File: src/rtl/pipe_adc_corrector.sv
module pipe_adc_corrector #(
  parameter int NSTG = 9,
  parameter int CW   = 2,
  parameter int OW   = NSTG + 1
) (
  input  logic                 clk,
  input  logic                 rst,
  input  logic [NSTG*CW-1:0]   stage_codes,
  input  logic [NSTG-1:0]      stage_valid,
  output logic [OW-1:0]        corr_word,
  output logic                 corr_valid
);

  logic [CW-1:0] aligned_code [NSTG];
  logic [NSTG-1:0] aligned_vld;
  logic [OW-1:0] sum_c;

  // stage i waits NSTG-i registers (input capture included)
  for (genvar i = 0; i < NSTG; i++) begin : g_dly
    localparam int DEPTH = NSTG - i;
    logic [CW-1:0] cdl [DEPTH];
    logic [DEPTH-1:0] vdl;

    always_ff @(posedge clk) begin
      if (rst) begin
        for (int j = 0; j < DEPTH; j++) cdl[j] <= '0;
        vdl <= '0;
      end else begin
        cdl[0] <= stage_codes[i*CW +: CW];
        vdl[0] <= stage_valid[i];
        for (int j = 1; j < DEPTH; j++) begin
          cdl[j] <= cdl[j-1];
          vdl[j] <= vdl[j-1];
        end
      end
    end

    assign aligned_code[i] = cdl[DEPTH-1];
    assign aligned_vld[i]  = vdl[DEPTH-1];
  end

  // overlap-add: each code sits one bit above its successor
  always_comb begin
    sum_c = OW'(aligned_code[NSTG-1]);
    for (int i = 0; i < NSTG - 1; i++)
      sum_c = sum_c + (OW'(aligned_code[i]) << (NSTG - 1 - i));
  end

  always_ff @(posedge clk) begin
    if (rst) begin
      corr_word  <= '0;
      corr_valid <= 1'b0;
    end else begin
      corr_word  <= sum_c;
      corr_valid <= &aligned_vld;
    end
  end

endmodule


File: config.mk
export PLATFORM = sky130hd
export DESIGN_NAME = pipe_adc_corrector
export DESIGN_NICKNAME = d
export VERILOG_FILES = /design/src/rtl/pipe_adc_corrector.sv
export SDC_FILE = /design/constraint.sdc
export NUM_CORES = 1
export LEC_CHECK = 0
export BUFFER_PORTS_ARGS = -buffer_cell sky130_fd_sc_hd__buf_2
export CAP_MARGIN = 20
export CORE_UTILIZATION = 50
export CTS_CLUSTER_DIAMETER = 50
export DETAILED_ROUTE_END_ITERATION = 10
export PLACE_DENSITY_LB_ADDON = 0.25
export SYNTH_ARGS = -nofsm -noshare
export SYNTH_HDL_FRONTEND = slang
export SYNTH_SLANG_ARGS = --single-unit
File: constraint.sdc
create_clock -name clk -period 1.6 [get_ports clk]
set_input_delay 0 -clock clk [delete_from_list [all_inputs] [get_ports clk]]
set_output_delay 0 -clock clk [all_outputs]
set_load 0.1 [all_outputs]
Word-level counts from Yosys, hierarchy flattened
Memory sizes are Yosys's and may differ from the RTL's.
Cells that the tools add are included.
- flip-flop bits (word level): 56
- latch bits: 0
- input bits: 29
- memories: 9
- ROM bits: 0
- RAM bits: 90
- word-level logic and storage cells: 123
- output and inout bits: 11
- divide/modulo/power cells: 0
- equality and inequality tests: 0
- $mul: 0
- add/sub/neg operators: 8
- magnitude comparators: 0
- shift-type cells: 0
- reductions and logical operators: 2
- muxes and demuxes: 49
- bitwise gates (word level): 44
- memory list (name ; depth ; width ; read ports ; clocked after Yosys merged registers in ; write ports ; line ; text):
    g_dly[0].cdl ; 9 ; 2 ; 9 ; 0 ; 9 ; 21 ; logic [CW-1:0] cdl [DEPTH];
    g_dly[1].cdl ; 8 ; 2 ; 8 ; 0 ; 8 ; 21 ;
    g_dly[2].cdl ; 7 ; 2 ; 7 ; 0 ; 7 ; 21 ;
    g_dly[3].cdl ; 6 ; 2 ; 6 ; 0 ; 6 ; 21 ;
    g_dly[4].cdl ; 5 ; 2 ; 5 ; 0 ; 5 ; 21 ;
    g_dly[5].cdl ; 4 ; 2 ; 4 ; 0 ; 4 ; 21 ;
    3 more memories ; -- ; -- ; -- ; -- ; -- ; -- ;
- operators with widths (operator ; count):
    two-way mux 2 bit ; 45
    OR 1 bit ; 44
    adder 10 x 3 -> 10 bit ; 1
    adder 10 x 4 -> 10 bit ; 1
    adder 10 x 5 -> 10 bit ; 1
    adder 10 x 6 -> 10 bit ; 1
    adder 10 x 7 -> 10 bit ; 1
    adder 10 x 8 -> 10 bit ; 1
    adder 10 x 9 -> 10 bit ; 1
    adder 2 x 10 -> 10 bit ; 1
    AND reduction 9 bit ; 1
    two-way mux 1 bit ; 4
    OR reduction 2 bit ; 1

Depth between registers and ports, before layout
Gate-level depths: netlist of run 1.
- depth after elaboration: 8
- mapped depth: 7
- gate-level depth less buffers: 7

Worst setup path after synthesis of run 1
No wires, ideal clock.
- path type: reg-to-reg
- start point: mem g_dly[8].cdl[0][1]
- end point: reg corr_word[9]
- stages on the path, launching flop included: 8
- clock period less this slack: 1.746 ns
- setup slack: -0.146 ns
- data required time: 1.479 ns
- path buffers: 0
- library setup time: 0.121 ns
- arrival: 1.625 ns
- path through: dfxtp_1 -> ha_1 -> inv_1 -> fa_1 -> nor2b_4 -> o31a_1 -> o31ai_1 -> mux2_2
- RTL lines (what ; line ; text):
    from (decl) ; 21 ;
    to (signal assigned) ; 54 ; corr_word <= sum_c;
    to (decl) ; 10 ; output logic [OW-1:0] corr_word,

==> results of run 1 <==
## layout by cell type (no fill, tap or decap), drive strengths merged, types with 3 or more instances in the layout
cell type,count
a211oi,3
buf,50
bufinv,3
clkbuf,22
clkinvlp,3
dfxtp,146
dlygate4sd3,31
ha,8
inv,6
nor2,7
nor2b,140
nor3,4
nor3b,3
o21ai,5
## power groups by stage
stage	Clock (mW)	Combinational, mW	Sequential (mW)
finish	3.91	0.291	3.75
global route	4.17	0.319	3.76
CTS	3.99	0.289	3.75
detailed placement	0	0.227	3.83
global placement	0	0.223	3.82
floorplan	0	0.126	3.86
## registers in the layout, summed over array words and instances, names as in the netlist
register,count
corr_word,10
g_dly.cdl,90
corr_valid,1
g_dly.vdl,45
## cell type report
type	instances	area, um2
inverters	3	11.3
multi-input cells	194	1370
clock buffers	22	453
flip-flops and latches	146	2930
fillers	597	2620
well taps	105	131
repair buffers	81	603
clock inverters	10	148
## logic make-up (layout without fill, tap and decap cells)
kind of cell / Yosys count / in the layout / synth area share, %
multiplexers: 2 / 2 / 0.524
buffers and inverters: 20 / 116 / 1.78
flip-flops: 146 / 146 / 68.0
adder cells (fa/ha/maj): 9 / 9 / 2.80
AND/OR/NAND/NOR: 166 / 166 / 24.1
AO/OA/AOI/OAI: 17 / 17 / 2.80
## cell usage after synthesis, drive strengths merged
| library cell | n | share of area, % |
|---|---|---|
| o21ai | 5 | 0.58 |
| nand2b | 2 | 0.29 |
| dfxtp | 146 | 68 |
| ha | 8 | 2.3 |
| or3b | 1 | 0.20 |
| o22a | 1 | 0.20 |
| nand3 | 1 | 0.12 |
| o31ai | 1 | 0.17 |
| nor2 | 7 | 0.61 |
| or3 | 1 | 0.15 |
| a21o | 1 | 0.17 |
| o311ai | 1 | 0.20 |
| inv | 3 | 0.26 |
| a211oi | 3 | 0.52 |
| o31a | 2 | 0.41 |
| fa | 1 | 0.47 |
| or4 | 1 | 0.17 |
| buf | 1 | 0.12 |
| nor3b | 3 | 0.52 |
| nor4b | 2 | 0.41 |
| nor3 | 4 | 0.47 |
| and2b | 1 | 0.17 |
| nand2 | 1 | 0.087 |
| nand4 | 2 | 0.29 |
| clkbuf | 16 | 1.4 |
| nor2b | 140 | 21 |
| o21a | 1 | 0.17 |
| mux2 | 2 | 0.52 |
| o21bai | 2 | 0.35 |
## layer usage
layer	up-vias	track usage (%)	wire length [um]
met5	-	0	0
met1	1080	15.1	2620
met3	10	6.52	269
met2	64	25.0	2930
li1	1304	-	-
met4	0	9.34	116
## repair_timing
action,4_1_cts,5_1_grt
resized for setup,7,8
buffers inserted,3,1
cloned,0,0
hold endpoints to repair,41,0
pin swaps,3,3
hold buffers,31,0
endpoints found under the setup margin,4,5
## worst max-delay path, cell delays in order, from the launching register on
cell and delay (ns):
dfxtp_2 0.33, ha_4 0.16, inv_2 0.05, fa_2 0.22, nor2b_4 0.05, o31a_1 0.29, buf_4 0.16, or4_1 0.39
nand3_1 0.09
## worst max-delay path by stage
stage                       startpoint            to
finish              g_dly[8].cdl[0][1]  corr_word[7]
global route        g_dly[8].cdl[0][1]  corr_word[7]
CTS                 g_dly[8].cdl[0][1]  corr_word[9]
detailed placement  g_dly[8].cdl[0][1]  corr_word[9]
global placement    g_dly[8].cdl[0][1]  corr_word[9]
floorplan           g_dly[8].cdl[0][1]  corr_word[9]
==> impl_metrics.py, run 1 <==
metrics = {
    "timing": {
        "skew_ns": 0.0125,
        "holdWs_ns": 0.231,
        "setup_viol": 4,
        "layout_min_cycle_time_ns": 1.78,
        "rsz0062_at_grt": "true",
        "timing.final.ws_setup_ns": -0.182,
        "setup_tns_ns": -0.422,
        "worst_pin_slew_ns": 0.653,
        "fin_crit_sh_pct": 111,
        "clock.fmax_mhz": 561,
        "hold_viol_final": 0,
        "drv_slew": 0,
        "slew_headroom_pct": 56.5,
    },
    "synthesis": {
        "synth_nets": 398,
        "ys_types": 30,
        "synth_seq_cells": 146,
        "syn_inst": 360,
        "avgSynthCellArea_um2": 11.9,
        "yosysWarnings": 0,
        "ys_seq_area_share_pct": 68.0,
        "synth_area_um2": 4300,
    },
    "floorplan": {
        "start_util_pct": 52.0,
        "dieArea_um2": 8970,
        "fp.dieW_um": 94.7,
        "die_h_um": 94.7,
        "core.rowCount": 33,
        "core_um2": 8260,
        "pin_count": 40,
    },
    "setup_path": {
        "r2r_cells": 8,
        "r2r_start": "g_dly[8].cdl[0][1]",
        "endpoint_kind": "flip-flop",
        "startpoint_type": "flip-flop",
        "crit_fanout": 2,
        "reg2reg_slack_ns": -0.18,
        "critPathArrivalTime_ns": 2.23,
        "crit_type": "reg2reg",
        "required_ns": 2.05,
        "timing.rr.end": "corr_word[7]",
    },
    "run_status": {
        "status": "complete, but fails checks",
        "violations": "negative setup slack",
    },
    "routing": {
        "routedWlPerCell_um": 10.6,
        "drt_pass1_iterations": 4,
        "vias": 2458,
        "vias_per_cell": 4.38,
        "drc": 0,
        "drt-total-wl_um": 5930,
        "final_antenna_net_count": 0,
        "first_iter_violations": 46,
    },
    "cells_and_area": {
        "drive_gt1_share_pct": 20.6,
        "fin_util_pct": 68.3,
        "num_antenna_cells": 0,
        "area_delta_synth_final_pct": 31.3,
        "design_area_um2": 5640,
        "nNetsFinal": 481,
        "layoutNonFillerInstCount": 561,
    },
    "clock_network": {
        "path_clk_slew_ns": 0.06,
        "cts_made_buffers": 17,
        "tritoncts": "done",
        "htreeDepth": 4,
        "cts.sinks": 146,
        "cts_buffer_depth": 2,
        "cts_root_buffer": "clkbuf_8",
        "clock_latency_ns": 0.51,
    },
    "power": {
        "clkPwrFrac_pct": 49.2,
        "ir_drop_v": 0.000924,
        "p_int_mw": 6.35,
        "finalPower_mw": 7.95,
        "sw_frac_of_total_pct": 20.1,
        "power_frac_seq_pct": 47.2,
        "powerDensity_nw_per_um2": 1410,
        "p_leak_nw": 2.35,
        "comb_power_share_pct": 3.7,
        "p_switching_mw": 1.60,
    },
    "grt": {
        "grt_max_degree": 67,
        "grt_pass1_vias": 2291,
        "grt_overflow": 0,
        "grt_pass1_wl_um": 9800,
        "globalRouteTotalUtil_pct": 14.9,
        "antenna_found_initial": 0,
    },
    "placed_design": {
        "dp_slack_ns": -0.204,
        "place_area_um2": 4640,
        "dp_hpwl_um": 2950,
        "gp_congestion": 0.753,
        "post-place-cells": 495,
        "port_buffers": 39,
    },
    "worst_hold_path": {
        "hold_class": "in2reg",
        "hold_end": "g_dly[8].vdl",
        "worstHoldStart": "stage_valid[8]",
        "hold_depth": 3,
    },
    "run": {
        "max_cap_violations": 0,
    },
}
Note: power is estimated with default switching activity, not from simulation.
==> run 2: changes to the inputs <==
CORE_UTILIZATION = 45   (was 50)
==> impl_metrics.py, run 2 (synthesis results as in run 1) <==
metrics = {
    "setup_path": {
        "crit_family": "compound AO/OA/AOI/OAI gates",
        "r2r_cells": 7,
        "path_cells": "ha_4 -> inv_2 -> fa_2 -> nor2b_4 -> o31a_1 -> o31ai_2 -> mux2_4",
        "crit_buf_inv": 1,
        "endpoint_kind": "flip-flop",
        "required_ns": 2.00,
        "cpPeakStageDelay_ns": 0.33,
        "r2r_start": "g_dly[7].cdl[0][2]",
        "startpoint_type": "flip-flop",
        "critPathSlowestCell": "dfxtp_2",
        "critPathArrivalTime_ns": 2.10,
        "timing.rr.end": "corr_word[9]",
        "crit_fanout": 3,
        "crit_type": "reg2reg",
        "reg2reg_slack_ns": -0.1,
    },
    "cells_and_area": {
        "reg.largest.list": "g_dly.cdl x90, g_dly.vdl x45, corr_word x10",
        "nNetsFinal": 477,
        "num_antenna_cells": 0,
        "mostFrequentLayoutCell": "dfxtp_1",
        "layout_common_cells": "dfxtp_1, nor2b_1, buf_2, dlygate4sd3_1, clkbuf_16",
        "multi_input_area_um2": 1360,
        "fin_util_pct": 60.4,
        "drive_gt1_share_pct": 20.8,
        "regMostFlops": "g_dly.cdl",
        "design_area_um2": 5580,
        "layoutNonFillerInstCount": 581,
        "fillers": 756,
        "largest_reg_flops": 90,
        "area_delta_synth_final_pct": 30.0,
        "regArea_um2": 2930,
    },
    "routing": {
        "final_antenna_net_count": 0,
        "routedWlPerCell_um": 9.55,
        "first_iter_violations": 44,
        "drt_pass1_iterations": 4,
        "vias_per_cell": 4.20,
        "drt-total-wl_um": 5550,
        "vias": 2442,
        "drc": 0,
    },
    "grt": {
        "grt_max_degree": 59,
        "antenna_found_initial": 0,
        "grt_pass1_vias": 2372,
        "grt_overflow": 0,
        "grt_pass1_wl_um": 9780,
        "globalRouteTotalUtil_pct": 13.0,
    },
    "worst_hold_path": {
        "worstHoldStart": "stage_valid[8]",
        "hold_class": "in2reg",
        "hold_end": "g_dly[8].vdl",
        "hold_depth": 3,
    },
    "placed_design": {
        "place_area_um2": 4670,
        "dp_slack_ns": -0.147,
        "dp_hpwl_um": 3040,
        "post-place-cells": 520,
        "port_buffers": 39,
        "gp_congestion": 0.706,
    },
    "power": {
        "p_switching_mw": 1.71,
        "sw_frac_of_total_pct": 22.2,
        "ir_drop_v": 0.000975,
        "comb_power_share_pct": 3.7,
        "p_leak_nw": 2.31,
        "finalPower_mw": 7.69,
        "power_frac_seq_pct": 48.7,
        "clkPwrFrac_pct": 47.6,
        "p_int_mw": 5.98,
        "powerDensity_nw_per_um2": 1380,
    },
    "timing": {
        "drv_slew": 0,
        "holdWs_ns": 0.227,
        "worst_pin_slew_ns": 0.493,
        "rsz0062_at_grt": "true",
        "slew_headroom_pct": 67.1,
        "skew_ns": 0.00929,
        "setup_viol": 3,
        "setup_tns_ns": -0.112,
        "clock.fmax_mhz": 589,
        "layout_min_cycle_time_ns": 1.70,
        "hold_viol_final": 0,
        "fin_crit_sh_pct": 106,
        "timing.final.ws_setup_ns": -0.0981,
    },
    "floorplan": {
        "dieArea_um2": 9940,
        "pin_count": 40,
        "start_util_pct": 46.5,
        "core.rowCount": 35,
        "die_h_um": 99.7,
        "core_um2": 9240,
        "fp.dieW_um": 99.7,
    },
    "run_status": {
        "status": "complete, but fails checks",
        "violations": "negative setup slack",
    },
    "run": {
        "max_cap_violations": 0,
    },
    "clock_network": {
        "cts.sinks": 146,
        "htreeDepth": 4,
        "tritoncts": "done",
        "cts_made_buffers": 17,
        "cts_root_buffer": "clkbuf_8",
        "cts_buffer_depth": 2,
        "path_clk_slew_ns": 0.07,
        "clock_latency_ns": 0.51,
    },
}
## run 2: metal layers
layer  vias to the layer above  wire length, um  track usage [%]
met5                         -                0                0
met4                         0              117             9.05
met3                        15              204             4.92
met2                        41             2740             22.2
met1                      1092             2490             13.1
li1                       1294                -                -
## run 2: repair_timing
action,4_1_cts,5_1_grt
endpoints found under the setup margin,3,5
gates resized for setup,2,12
pin swaps,3,6
setup buffers,2,1
hold buffers,28,0
endpoints found under the hold margin,58,0
## run 2: power groups by stage
stage	combinational (mW)	clock, mW	sequential, mW
6_report	0.285	3.66	3.75
5_1_grt	0.315	3.94	3.76
2_1_floorplan	0.126	0	3.86
3_3_place_gp	0.226	0	3.82
3_5_place_dp	0.231	0	3.83
4_1_cts	0.284	3.78	3.75
## run 2: how the worst max path moves through the flow
| stage | cells past startpoint | to | start |
|---|---|---|---|
| after floorplan | 7 | corr_word[9] | g_dly[8].cdl[0][1] |
| after global placement | 7 | corr_word[9] | g_dly[8].cdl[0][1] |
| after detailed placement | 7 | corr_word[9] | g_dly[8].cdl[0][1] |
| after CTS | 7 | corr_word[9] | g_dly[8].cdl[0][1] |
| after global routing | 7 | corr_word[9] | g_dly[7].cdl[0][2] |
| final | 7 | corr_word[9] | g_dly[7].cdl[0][2] |
## run 2: area by class of cell
class,count,share of cell area (%)
multi-input cells,194,24.3
well taps,129,2.89
clock inverters,14,2.60
flip-flops and latches,146,52.4
inverters,3,0.202
clock buffers,18,7.49
repair buffers,77,10.1
## run 2: tightest hold or removal path, stage by stage
cell,delay [ns]
dlygate4sd3_1,0.52
buf_2,0.09
nor2b_1,0.10
